File: src/rtl/dc_pkg.sv
package dc_pkg;
  localparam int unsigned MIN_RATIO = 4;
  typedef logic [1:0] cell_cnt_t;
endpackage

File: src/rtl/dc_prescale.sv
module dc_prescale #(
  parameter int unsigned PRE_W = 2
) (
  input  logic clk_i,
  input  logic rst_ni,
  output logic tick_o
);
  logic [PRE_W-1:0] cnt_q;

  always_ff @(posedge clk_i or negedge rst_ni) begin
    if (!rst_ni) cnt_q <= '0;
    else         cnt_q <= cnt_q + 1'b1;
  end

  assign tick_o = &cnt_q;
endmodule

File: src/rtl/dc_cell.sv
module dc_cell
  import dc_pkg::*;
(
  input  logic clk_i,
  input  logic rst_ni,
  input  logic active_i,
  input  logic ev_i,
  input  logic ctrl_i,
  input  logic mod_in_i,
  output logic ev_o,
  output logic mod_o
);
  cell_cnt_t cnt_q;
  cell_cnt_t last;
  logic      final_cnt;

  // divide by 3 only when swallow is enabled and the upper chain is in its last run
  assign last      = (ctrl_i && mod_in_i) ? 2'd2 : 2'd1;
  assign final_cnt = (cnt_q >= last);
  assign ev_o      = active_i & ev_i & final_cnt;
  assign mod_o     = active_i & mod_in_i & final_cnt;

  always_ff @(posedge clk_i or negedge rst_ni) begin
    if (!rst_ni)        cnt_q <= '0;
    else if (!active_i) cnt_q <= '0;
    else if (ev_i)      cnt_q <= final_cnt ? 2'd0 : cnt_q + 2'd1;
  end
endmodule

File: src/rtl/dc_ratio_ctrl.sv
module dc_ratio_ctrl
  import dc_pkg::*;
#(
  parameter int unsigned NUM_CELLS = 5,
  parameter int unsigned RST_RATIO = 4,
  localparam int unsigned RATIO_W  = NUM_CELLS + 1
) (
  input  logic               clk_i,
  input  logic               rst_ni,
  input  logic               load_i,
  input  logic [RATIO_W-1:0] ratio_i,
  output logic [RATIO_W-1:0] ratio_o,
  output logic [NUM_CELLS-1:0] active_o,
  output logic [NUM_CELLS-1:0] last_o,
  output logic [NUM_CELLS-1:0] ctrl_o
);
  localparam logic [RATIO_W-1:0] MinR = RATIO_W'(MIN_RATIO);
  localparam logic [RATIO_W-1:0] RstR = RATIO_W'(RST_RATIO);

  logic [RATIO_W-1:0] ratio_q;
  logic [RATIO_W-1:0] ratio_clamped;

  assign ratio_clamped = (ratio_i < MinR) ? MinR : ratio_i;

  always_ff @(posedge clk_i or negedge rst_ni) begin
    if (!rst_ni)     ratio_q <= (RstR < MinR) ? MinR : RstR;
    else if (load_i) ratio_q <= ratio_clamped;
  end

  assign ratio_o = ratio_q;

  for (genvar i = 0; i < NUM_CELLS; i++) begin : g_dec
    assign active_o[i] = |ratio_q[RATIO_W-1:i+1];
    assign ctrl_o[i]   = ratio_q[i];
    if (i == NUM_CELLS - 1) begin : g_top
      assign last_o[i] = active_o[i];
    end else begin : g_mid
      assign last_o[i] = active_o[i] & ~active_o[i+1];
    end
  end
endmodule

File: src/rtl/ext_div_chain.sv
module ext_div_chain #(
  parameter int unsigned NUM_CELLS = 5,
  parameter int unsigned PRE_W     = 2,
  parameter int unsigned RST_RATIO = 4
) (
  input  logic                 clk_i,
  input  logic                 rst_ni,
  input  logic [NUM_CELLS:0]   ratio_i,
  output logic                 div_clk_o,
  output logic                 mod_o
);
  localparam int unsigned RATIO_W = NUM_CELLS + 1;

  logic                 pre_tick;
  logic [RATIO_W-1:0]   ratio_q;
  logic [NUM_CELLS-1:0] active, last, ctrl;
  logic [NUM_CELLS-1:0] ev_in, ev_out, mod_up, mod_dn;
  logic                 period_end;
  logic                 mod_q;

  dc_prescale #(.PRE_W(PRE_W)) u_pre (
    .clk_i  (clk_i),
    .rst_ni (rst_ni),
    .tick_o (pre_tick)
  );

  dc_ratio_ctrl #(.NUM_CELLS(NUM_CELLS), .RST_RATIO(RST_RATIO)) u_ctrl (
    .clk_i    (clk_i),
    .rst_ni   (rst_ni),
    .load_i   (period_end),
    .ratio_i  (ratio_i),
    .ratio_o  (ratio_q),
    .active_o (active),
    .last_o   (last),
    .ctrl_o   (ctrl)
  );

  for (genvar i = 0; i < NUM_CELLS; i++) begin : g_cell
    if (i == 0) begin : g_ev0
      assign ev_in[i] = pre_tick;
    end else begin : g_evn
      assign ev_in[i] = ev_out[i-1];
    end
    // top active cell sees a permanently active modulus input
    if (i == NUM_CELLS - 1) begin : g_mtop
      assign mod_dn[i] = 1'b1;
    end else begin : g_mmid
      assign mod_dn[i] = last[i] | mod_up[i+1];
    end

    dc_cell u_cell (
      .clk_i    (clk_i),
      .rst_ni   (rst_ni),
      .active_i (active[i]),
      .ev_i     (ev_in[i]),
      .ctrl_i   (ctrl[i]),
      .mod_in_i (mod_dn[i]),
      .ev_o     (ev_out[i]),
      .mod_o    (mod_up[i])
    );
  end

  assign period_end = |(ev_out & last);
  assign div_clk_o  = |(mod_up & last);

  always_ff @(posedge clk_i or negedge rst_ni) begin
    if (!rst_ni) mod_q <= 1'b0;
    else         mod_q <= period_end;
  end

  assign mod_o = mod_q;
endmodule

File: config.mk
export PLATFORM = sky130hd
export DESIGN_NAME = ext_div_chain
export DESIGN_NICKNAME = d
export VERILOG_FILES = /design/src/rtl/dc_pkg.sv /design/src/rtl/dc_prescale.sv /design/src/rtl/dc_cell.sv /design/src/rtl/dc_ratio_ctrl.sv /design/src/rtl/ext_div_chain.sv
export SDC_FILE = /design/constraint.sdc
export NUM_CORES = 1
export LEC_CHECK = 0
export ABC_AREA = 1
export BUFFER_PORTS_ARGS = -buffer_cell sky130_fd_sc_hd__buf_2
export CAP_MARGIN = 20
export CORE_AREA = 2 2 61 63
export CTS_BUF_LIST = sky130_fd_sc_hd__clkbuf_4 sky130_fd_sc_hd__clkbuf_8 sky130_fd_sc_hd__clkbuf_16
export CTS_CLUSTER_DIAMETER = 60
export DETAILED_ROUTE_END_ITERATION = 8
export DIE_AREA = 0 0 63 65
export GPL_TIMING_DRIVEN = 0
export SLEW_MARGIN = 20
export SYNTH_ARGS = -nofsm -noshare
export SYNTH_HDL_FRONTEND = slang
export SYNTH_HIERARCHICAL = 1
export SYNTH_SLANG_ARGS = --single-unit
File: constraint.sdc
create_clock -name clk_i -period 11.4 [get_ports clk_i]
set_input_delay 1.71 -clock clk_i [delete_from_list [all_inputs] [get_ports clk_i]]
set_output_delay 1.71 -clock clk_i [all_outputs]
set_load 0.005 [all_outputs]
### Word-level counts from Yosys, hierarchy flattened

Index checks and enable logic that the tools add are counted.

| word-level totals | value |
|---|---|
| ROM bits | 0 |
| bits in latches | 0 |
| memories kept | 0 |
| register bits | 19 |
| memory bits (writable) | 0 |

| cells by class | value |
|---|---|
| add/sub/neg operators | 6 |
| magnitude comparators | 6 |
| multiply operators | 0 |
| equal/unequal tests | 5 |
| bitwise logic cells | 33 |
| div/mod/pow operators | 0 |
| reduce and logical (&&, ||, !) cells | 11 |
| muxes and demuxes | 21 |
| shifts and indexed selects | 0 |

Operators by type and width:

| operator | count |
|---|---|
| $mux 2 | 20 |
| $and 1x1->1 | 23 |
| $reduce_or 5->1 | 3 |
| $add 2x1->2 const B | 6 |
| $and 5x5->5 | 2 |
| $ge 2x2->1 | 5 |
| $ne 2x2->1 const B | 4 |
| $lt 6x3->1 const B | 1 |
| $mux 6 | 1 |
| $logic_and 1x1->1 | 4 |
| $not 1->1 | 4 |
| $or 1x1->1 | 4 |
| $reduce_or 4->1 | 1 |
| $reduce_or 3->1 | 1 |
| $ne 2x1->1 const B | 1 |
| $reduce_and 2->1 | 1 |
| $reduce_or 2->1 | 1 |

### Depth between registers and ports, before layout

Gate-level depths: netlist of run 1.

| logic depth | value |
|---|---|
| depth in word-level cells | 33 |
| mapped depth | 69 |
| gate-level depth less buffers | 68 |

### Hierarchy

Netlist of run 1, hierarchy kept.

Modules (own cells, without submodules):

| module | sequential area each (µm²) | times used | area an instance (µm²) | cells each |
|---|---|---|---|---|
| dc_cell | 50.0 | 5 | 185.2 | 30 |
| dc_ratio_ctrl | 151.4 | 1 | 381.6 | 51 |
| ext_div_chain | 25.0 | 1 | 136.4 | 28 |
| dc_prescale | 50.0 | 1 | 66.3 | 4 |

### Least setup slack after synthesis of run 1

OpenSTA, ideal clock, no wires.

| timing path | value |
|---|---|
| path kind | reg-to-output |
| start | reg u_ctrl.ratio_q[4] (netlist: u_ctrl/ratio_o[4]) |
| end | out div_clk_o |
| required time | 9,690 ps |
| cell stages (with the launch flop) | 49 |
| buffers on the path | 0 |
| setup slack | 5,262 ps |
| arrival | 4,428 ps |
| path through | dfrtp_1 -> nand2_1 -> ha_1 -> inv_1 -> nand2_1 -> nand2_1 -> nand2_1 -> nand2_1 -> inv_1 -> or2_1 -> nand2_1 -> ha_1 -> inv_1 -> nand2_1 -> nand2_1 -> nand2_1 -> nand2_1 -> inv_1 -> (+13 left out) -> nand2_1 -> nand2_1 -> nand2_1 -> nand2_1 -> inv_1 -> or2_1 -> nand2_1 -> ha_1 -> inv_1 -> nand2_1 -> nand2_1 -> nand2_1 -> nand2_1 -> inv_1 -> nand2_1 -> nand2_1 -> inv_1 -> nand2_1 |

| on the way | value |
|---|---|
| cells in the longest elaborated chain, start to end | 25 |

Ends and longest elaborated chain:

| element | RTL line | text |
|---|---|---|
| from (decl) | dc_ratio_ctrl.sv:20 | `logic [RATIO_W-1:0] ratio_q;` |
| from (signal assigned) | dc_ratio_ctrl.sv:26 | `if (!rst_ni) ratio_q <= (RstR < MinR) ? MinR : RstR;` |
| from (signal assigned) | dc_ratio_ctrl.sv:27 | `else if (load_i) ratio_q <= ratio_clamped;` |
| $mux 2 * | dc_cell.sv:18 | `assign last = (ctrl_i && mod_in_i) ? 2'd2 : 2'd1;` |
| $ge 2x2->1 * | dc_cell.sv:19 | `assign final_cnt = (cnt_q >= last);` |
| $and 1x1->1 * | dc_cell.sv:21 | `assign mod_o = active_i & mod_in_i & final_cnt;` |
| via mod_up[4] | ext_div_chain.sv:17 | `logic [NUM_CELLS-1:0] ev_in, ev_out, mod_up, mod_dn;` |
| $or 1x1->1 * | ext_div_chain.sv:48 | `assign mod_dn[i] = last[i] \| mod_up[i+1];` |
| via mod_dn[3] | ext_div_chain.sv:17 |  |
| $logic_and 1x1->1 | dc_cell.sv:18 |  |
| $mux 2 | dc_cell.sv:18 |  |
| (+2 left out) | -- |  |
| via mod_up[3] | ext_div_chain.sv:17 |  |
| (+1 left out) | -- |  |
| via mod_dn[2] | ext_div_chain.sv:17 |  |
| (+4 left out) | -- |  |
| via mod_up[2] | ext_div_chain.sv:17 |  |
| (+1 left out) | -- |  |
| via mod_dn[1] | ext_div_chain.sv:17 |  |
| (+4 left out) | -- |  |
| via mod_up[1] | ext_div_chain.sv:17 |  |
| (+1 left out) | -- |  |
| via mod_dn[0] | ext_div_chain.sv:17 |  |
| $logic_and 1x1->1 | dc_cell.sv:18 |  |
| $mux 2 | dc_cell.sv:18 |  |
| $ge 2x2->1 | dc_cell.sv:19 |  |
| $and 1x1->1 * | dc_cell.sv:21 |  |
| via mod_up[0] | ext_div_chain.sv:17 |  |
| $and 5x5->5 * | ext_div_chain.sv:64 | `assign div_clk_o = \|(mod_up & last);` |
| $reduce_or 5->1 * | ext_div_chain.sv:64 |  |
| to (decl) | ext_div_chain.sv:9 | `output logic div_clk_o,` |

Mark *: on every way through the listed nets, which the timed path passes. The rest lies on a longest branch.

### Final worst setup path of run 1

Same ends and word-level chain as after synthesis.

==> metrics.txt, run 1 <==
vias per inst 4.19; TritonRoute pass-1 iters 4; setup total negative slack 0 ps; type of the worst setup path reg -> out; synthesis warning total 6; Antenna Nets Post-Route 0; max cap viols 0; number of setup buffers added after CTS 0; RSZ-0062 raised after global routing no; largest net degree at the start of global routing 20; CTS tree done; Critical Path Max Stage Delay 430 ps; GRT overflow 0; clk sinks 19; DR WL/cell 8.41 um; Syn-to-layout area delta 9.31%; Final min period 6970 ps; I/O Buffers 9; Total GRT Usage 14.2%; Reg area 477 um2; root buf cell clkbuf_4; Core ar. 3500 um2; pre-CTS setup slack 4750 ps; Clock Tree Buf Depth 2; Worst path slowest cell dfrtp_1; Mapped Area 1470 um2; via count 1211; multi-input combinational cell area 734 um2; Critical Path Sink Type output port; count of final setup violators 0; num ports 10; Cells after Synth 227; fillers 387; RD Place Congestion 0.778; startpoint types flop; R2R cell count 68; post-CTS sizing 0; Inserted Diodes 0; CTS HTree Levels 1; FMAX 144 MHz; Worst-path clk slew 120 ps; fin worst setup slack 4430 ps; Leak 0.00107 uW; chip height 65 um; die width 63 um; CP max FO 3; initial antenna violation count 0; Worst Path Arrival 5260 ps; layout cells sized above 1 8.71%; Layout Nets 266; vias in the first global route 1186; most used cell, CP nand2_1; VDD IR max 42.3 uV; cts bufs inserted 3; DRC violations left 0; outcome completed; skew final 4.61 ps; CTS Hold Bufs 0; Clock Latency Late Sink 300 ps; Starting Density 41.9%; dpl hpwl 1950 um; Crit path required time 9690 ps; wire length of the first global-routing pass 4710 um; # rows 22; Die Footprint 4100 um2; final core utilization 45.8%; post-route clock period utilization 61.1%; Tot Pwr 107 uW; Starting DRT DRC Count 17; classification of the worst-slack hold path reg -> reg; Post-Route WL 2430 um; max-slew violation count 0; synthesized area per cell 6.45 um2; cell area power density 66.7 nW/um2; final hold vios 0; Cells on Worst Hold Path 1
metrics by stage:
step | instances | hold WS [ps] | instance area (um2)
floorplan | 228 | 401 | 1470
global placement | 285 | 418 | 1570
detailed placement | 285 | 416 | 1570
CTS | 289 | 433 | 1600
global route | 289 | 443 | 1600
finish | 289 | 431 | 1600
registers in the layout (all words and copies together) (netlist names):
| register | count |
|---|---|
| mod_o | 1 |
| u_pre/cnt_q | 2 |
| u_ctrl/ratio_o | 6 |
| g_cell.u_cell/cnt_q | 10 |
critical path, delay by kind of cell (launching register included):
kind                     cells  cell delay, ps
buffers and inverters       12             610
adder cells (fa/ha/maj)      5            1190
flip-flops                   1             430
AND/OR/NAND/NOR             32            2700
cell usage in the layout (no fill, tap or decap):
cell type / instances
ha_1: 16
nand2_1: 85
nand4_1: 1
buf_6: 1
dfstp_2: 1
buf_4: 1
nand3_1: 15
a21oi_1: 1
nor2_4: 1
clkinv_2: 1
inv_1: 62
conb_1: 2
nor2_1: 14
nand2_2: 1
nand3_2: 1
or2_1: 4
clkbuf_4: 3
nor2_2: 1
buf_2: 9
inv_4: 1
dfrtp_1: 18
o21ai_0: 2
per-layer routing:
layer,GRT usage (%),share of wire [%]
met1,18.9,52
met2,23.9,45
met3,1.56,2.1
met4,5.00,1.0
met5,0,0
power by group:
group	leakage [uW]	switching (uW)	internal, uW
combinational	0.000824	2.57	1.32
clock	0.0000177	22.4	13.1
sequential	0.000232	0	67.4
area by class of cell:
class                      instances  area share [%]
sequential                        19            29.8
timing repair buffer               9            2.81
clock inverter                     1           0.312
inverter                          63            14.9
multi-input combinational        144            45.9
tap                               48            3.75
buffer                             2            1.17
clock buffer                       3            1.41
final timing paths:
| kind | slack, ps | from | endpoint |
|---|---|---|---|
| worst max-delay path | 4430 | u_ctrl/ratio_o[4] | div_clk_o |
| worst min-delay path | 430 | u_pre/cnt_q[0] | u_pre/cnt_q[0] |
| worst max register to register | 5130 | u_ctrl/ratio_o[4] | u_ctrl/ratio_o[2] |
| worst min register to register | 430 | u_pre/cnt_q[0] | u_pre/cnt_q[0] |
| max in group asynchronous | 9720 | rst_ni | u_ctrl/ratio_o[2] |
| min in group asynchronous | 1340 | rst_ni | g_cell[1].u_cell/cnt_q[0] |
(Power assumes the default switching activity.)
==> run 2, diff against run 1 <==
Clock period 11.4 ns to 5.83 ns, I/O delays scaled along.
==> metrics.txt, run 2 <==
chip height 65 um (unchanged); die width 63 um (unchanged); cts bufs inserted 3 (unchanged); vias in the first global route 3496; synthesized area per cell 6.45 um2 (unchanged); Mapped Area 1470 um2 (unchanged); root buf cell clkbuf_4; wire length of the first global-routing pass 19900 um; synthesis warning total 6 (unchanged); Exit stage global routing; RD Place Congestion 0.778 (unchanged); Total GRT Usage 67.7%; # rows 22 (unchanged); num ports 10 (unchanged); I/O Buffers 9 (unchanged); GRT overflow 77; outcome stopped before the end; Log Error [ERROR GRT-0116] Global routing finished with congestion. Check the congestion regions in the DRC Viewer.; largest net degree at the start of global routing 20; Starting Density 41.9% (unchanged); Clock Tree Buf Depth 2 (unchanged); Cells after Synth 227 (unchanged); dpl hpwl 1950 um (unchanged); CTS Hold Bufs 0 (unchanged); CTS HTree Levels 1 (unchanged)
## run 2: repair_timing
item / in CTS
buffers inserted: 207
pin swaps: 23
setup endpoints to repair: 8
gates resized for setup: 32
gates cloned: 1
## run 2: metrics by stage
step                      std cells  setup slack (ps)  hold slack, ps  instance area, um2
after global placement          285              -433             418                1570
after detailed placement        285              -452             416                1570
after CTS                       495              -275             433                3230
after floorplan                 228               153             401                1470
## run 2: metal layers
| layer | GRT usage [%] | GRT overflow |
|---|---|---|
| met4 | 86.1 | 31 |
| met1 | 62.5 | 0 |
| met3 | 34.9 | 0 |
| met2 | 96.7 | 46 |
| met5 | 2.78 | 0 |
==> run 3, diff against run 2 <==
Settings changed: CORE_AREA 2 2 61 63 to 2 2 74 76, CTS_BUF_LIST sky130_fd_sc_hd__clkbuf_4 sky130_fd_sc_hd__clkbuf_8 sky130_fd_sc_hd__clkbuf_16 to default, CTS_CLUSTER_DIAMETER 60 to default, DIE_AREA 0 0 63 65 to 0 0 76 78, PLACE_DENSITY_LB_ADDON from default to 0.15.
Clock period 5.83 ns to 7.6 ns, I/O delays scaled along.
==> metrics.txt, run 3 (synthesized netlist as in run 1, its figures left out) <==
CTS HTree Levels 1 (unchanged); leading cell type in the layout, fill and taps excluded nand2_1; layout cells sized above 1 8.71%; Cells on Worst Hold Path 1; Starting Density 29.1% (-13 points); I/O Buffers 9 (unchanged); Inserted Diodes 0; Syn-to-layout area delta 12.5%; Post-Route WL 2650 um; via count 1187; setup total negative slack 0 ps; Die Footprint 5930 um2; Most flops, register g_cell.u_cell/cnt_q; Antenna Nets Post-Route 0; outcome completed; fin cells 311; wire length of the first global-routing pass 5000 um; Clock Tree Buf Depth 2 (unchanged); root buf cell clkbuf_8; Worst-path clk slew 80 ps; largest net degree at the start of global routing 20; post-route clock period utilization 83.5%; max-slew violation count 0; # rows 26 (+18%); skew final 3.20 ps; vias in the first global route 1166; initial antenna violation count 0; DR WL/cell 8.53 um; commonest cells after routing, fill and taps aside 85 x nand2_1, 62 x inv_1, 18 x dfrtp_1, 16 x ha_1, 15 x nand3_1; Reg area 477 um2; CP max FO 3; Worst Path Arrival 5200 ps; cts bufs inserted 3 (unchanged); fillers 560; Starting DRT DRC Count 33; CTS Hold Bufs 0 (unchanged); RD Place Congestion 0.727 (-6.4%); number of flip-flops in the largest register 10; R2R cell count 68; max cap viols 0; die width 76 um (+21%); post-CTS sizing 0 (-100%); Clock Latency Late Sink 260 ps; classification of the worst-slack hold path reg -> reg; final hold vios 0; final core utilization 32.7%; startpoint types flop; VDD IR max 54.7 uV; Final min period 6340 ps; DRC violations left 0; Critical Path Sink Type output port; vias per inst 3.82; most used cell, CP nand2_1; Placed Instance Area 1600 um2 (+1.7%); GRT overflow 0; count of final setup violators 0; type of the worst setup path reg -> out; Total GRT Usage 10.1%; cell area power density 110 nW/um2; Leak 0.00108 uW; CTS tree done; num ports 10 (unchanged); RSZ-0062 raised after global routing no; number of setup buffers added after CTS 0 (-100%); design area 1650 um2; clk sinks 19; Crit path required time 6460 ps; FMAX 158 MHz; Placed Instances 307 (+7.7%); dpl hpwl 2130 um (+9.5%); Layout Nets 266; Critical Path Max Stage Delay 400 ps; Worst path slowest cell dfrtp_1; Core ar. 5040 um2; TritonRoute pass-1 iters 4; chip height 78 um (+20%); multi-input combinational cell area 734 um2
## run 3: final timing paths
check / slack (ps) / from / end
max: 1260 / u_ctrl/ratio_o[4] / div_clk_o
min: 430 / u_pre/cnt_q[0] / u_pre/cnt_q[0]
max reg2reg: 1330 / u_ctrl/ratio_o[4] / u_ctrl/ratio_o[2]
min reg2reg: 430 / u_pre/cnt_q[0] / u_pre/cnt_q[0]
max in group asynchronous: 6430 / rst_ni / u_ctrl/ratio_o[2]
min in group asynchronous: 820 / rst_ni / u_pre/cnt_q[0]
## run 3: routing by layer
metal  wire, um  share of wire (%)  global-route usage (%)  up-vias
li1           -                  -                       -      682
met1       1390                 52                    13.6      492
met2       1180                 44                    17.1       11
met3         70                2.6                    1.40        2
met4         19               0.72                    2.73        0
met5          0                  0                       0        -
## run 3: critical path, delay by kind of cell, from the launching register on
kind | cells | cell delay (ps)
flip-flops | 1 | 400
AND/OR/NAND/NOR | 32 | 2740
adder cells (fa/ha/maj) | 5 | 1210
buffers and inverters | 12 | 620
## run 3: area by class of cell
| class | instances | area share (%) |
|---|---|---|
| inverter | 63 | 14.5 |
| clock inverter | 1 | 0.304 |
| buffer | 2 | 1.14 |
| clock buffer | 3 | 2.51 |
| multi-input combinational | 144 | 44.6 |
| sequential | 19 | 28.9 |
| timing repair buffer | 9 | 2.73 |
| tap | 70 | 5.32 |
## run 3: metrics by stage
stage          total power, uW  hold WS [ps]  worst slack [ps]
3_5_place_dp               109           424              1280
4_1_cts                    185           436              1180
3_3_place_gp               109           420              1230
2_1_floorplan              105           401              1920
6_report                   181           428              1260
5_1_grt                    191           451               361
## run 3: power by group
group / switching [uW] / leakage, uW / internal, uW
combinational: 3.93 / 0.000824 / 1.99
sequential: 0 / 0.000232 / 101
clock: 37.5 / 0.0000255 / 36.5
==> run 4, diff against run 3 <==
Settings changed: ABC_AREA 1 to 0, CORE_AREA 2 2 74 76 to 2 2 73 75, DIE_AREA 0 0 76 78 to 0 0 75 77.
Clock period 7.6 ns to 5.9 ns, I/O delays scaled along.
==> metrics.txt, run 4 <==
Syn-to-layout area delta 46.5%; reg2reg setup slack -940 ps (-2270 ps); Int Pwr 440 uW (+220%); vias per inst 4.58 (+20%); via count 1136 (-4.3%); Layout Nets 203 (-24%); Min Hold Slack 424 ps (-4.23 ps); dpl hpwl 2230 um (+4.9%); Cells after Synth 138 (-39%); Critical Path Max Stage Delay 430 ps (+30 ps); Clock Tree Buf Depth 2 (unchanged); chip height 77 um (-1.3%); RD Place Congestion 0.735 (+0.98%); classification of the worst-slack hold path reg -> reg; RSZ-0062 raised after global routing yes; cell area power density 340 nW/um2 (+210%); Switching Share 36.2% (+13 points); Worst-path clk slew 80 ps (about the same); Core ar. 4980 um2 (-1.3%); Crit path required time 5020 ps (-1440 ps); startpoint types flop; vias in the first global route 1308 (+12%); wire length of the first global-routing pass 5950 um (+19%); Gate power share 60.2% (+57 points); Most flops, register g_cell.u_cell/cnt_q; num ports 10 (unchanged); Clock Latency Late Sink 260 ps (about the same); CP max FO 2 (-1); synthesized area per cell 10.0 um2 (+55%); Total GRT Usage 13.0% (+2.8 points); Worst Path Arrival 6040 ps (+840 ps); FF-to-FF Start u_ctrl/ratio_o[4]; post-route clock period utilization 117%; Antenna Nets Post-Route 0 (unchanged); share of power burned in registers 26.2% (-30 points); Worst path slowest cell dfrtp_2; largest net degree at the start of global routing 20 (unchanged); commonest cells after routing, fill and taps aside 22 x buf_4, 17 x dfrtp_1, 14 x inv_1, 11 x ha_1, 9 x buf_2; type of the worst setup path reg -> out; Final min period 6930 ps; pre-CTS setup slack -1990 ps (-3270 ps); Mapped Area 1380 um2 (-5.6%); die width 75 um (-1.3%); Critical Path Sink Type output port; # rows 26 (unchanged); clk sinks 19 (unchanged); count of final setup violators 12 (+12); Starting DRT DRC Count 38 (+15%); Post-Route WL 3180 um (+20%); TritonRoute pass-1 iters 4 (unchanged); number of flip-flops in the largest register 10 (unchanged); skew final 0.922 ps (-2.27 ps); DRC violations left 0 (unchanged); fin worst setup slack -1030 ps (-2290 ps); CTS tree done; setup total negative slack -8530 ps (-8530 ps); initial antenna violation count 0 (unchanged); final hold vios 0 (unchanged); Sw Pwr 249 uW (+500%); Die Footprint 5780 um2 (-2.6%); CTS HTree Levels 1 (unchanged); clock network fraction of design power 13.7% (-27 points); VDD IR max 137 uV (+150%); cts bufs inserted 3 (unchanged); Starting Density 27.8% (-1.3 points); max-slew violation count 0 (unchanged); outcome finished, violations left; GRT overflow 0 (unchanged); DR WL/cell 12.8 um (+50%); leading cell type in the layout, fill and taps excluded buf_4; synthesis warning total 6 (unchanged); Worst setup startpoint u_ctrl/ratio_o[4]; root buf cell clkbuf_8; failing checks negative setup slack; max cap viols 0 (unchanged); Hold Startpoint u_pre/cnt_q[0]; layout cells sized above 1 50.0% (+41 points); I/O Buffers 9 (unchanged); Leak 0.000899 uW (-17%); FMAX 144 MHz; Inserted Diodes 0 (unchanged)
-- run 4: final timing paths --
kind | end | cells past startpoint
worst max-delay path | div_clk_o | 32
worst max register to register | u_ctrl/ratio_o[4] | 40
max in group asynchronous | u_ctrl/ratio_o[2] | 1
worst min-delay path | u_pre/cnt_q[0] | 1
worst min register to register | u_pre/cnt_q[0] | 1
min in group asynchronous | g_cell[1].u_cell/cnt_q[0] | 1
-- run 4: metrics by stage --
| step | util [%] | instances | instance area (um2) | power [uW] |
|---|---|---|---|---|
| after CTS | 43.0 | 257 | 2140 | 635 |
| after detailed placement | 32.5 | 218 | 1620 | 451 |
| after global routing | 40.7 | 248 | 2030 | 745 |
| after global placement | 32.5 | 218 | 1620 | 440 |
| after floorplan | - | 139 | 1490 | 401 |
| final | 40.7 | 248 | 2030 | 690 |
-- run 4: per-layer routing --
layer / wire, um / GRT usage, % / up-vias
li1: - / - / 561
met1: 1460 / 16.8 / 562
met2: 1620 / 21.3 / 11
met3: 81 / 3.55 / 2
met4: 13 / 2.50 / 0
met5: 0 / 0 / -
-- run 4: power groups by stage --
stage,clock (uW),combinational [uW],sequential [uW]
detailed placement,0,268,183
global placement,0,258,182
floorplan,0,225,176
global route,105,454,185
CTS,100,354,181
finish,94.3,415,180
-- run 4: layout make-up --
type	instances	area, um2
clock buffer	3	41.3
inverter	18	67.6
buffer	2	18.8
multi-input combinational	100	1070
tap	70	87.6
clock inverter	1	7.51
fill	489	2950
timing repair buffer	35	259
sequential	19	478
-- run 4: repair_timing --
action	CTS	global route
resized for setup	47	8
setup endpoints to repair	16	16
hold buffers	0	0
buffers inserted	43	13
pin swaps	22	20
gates cloned	0	0
-- run 4: critical path: cells and delay by family, from the launching register on --
family,cells,cell delay [ps]
adder cells (fa/ha/maj),5,1010
AND/OR/NAND/NOR,20,3290
AO/OA/AOI/OAI,6,930
flip-flops,1,430
buffers and inverters,1,140
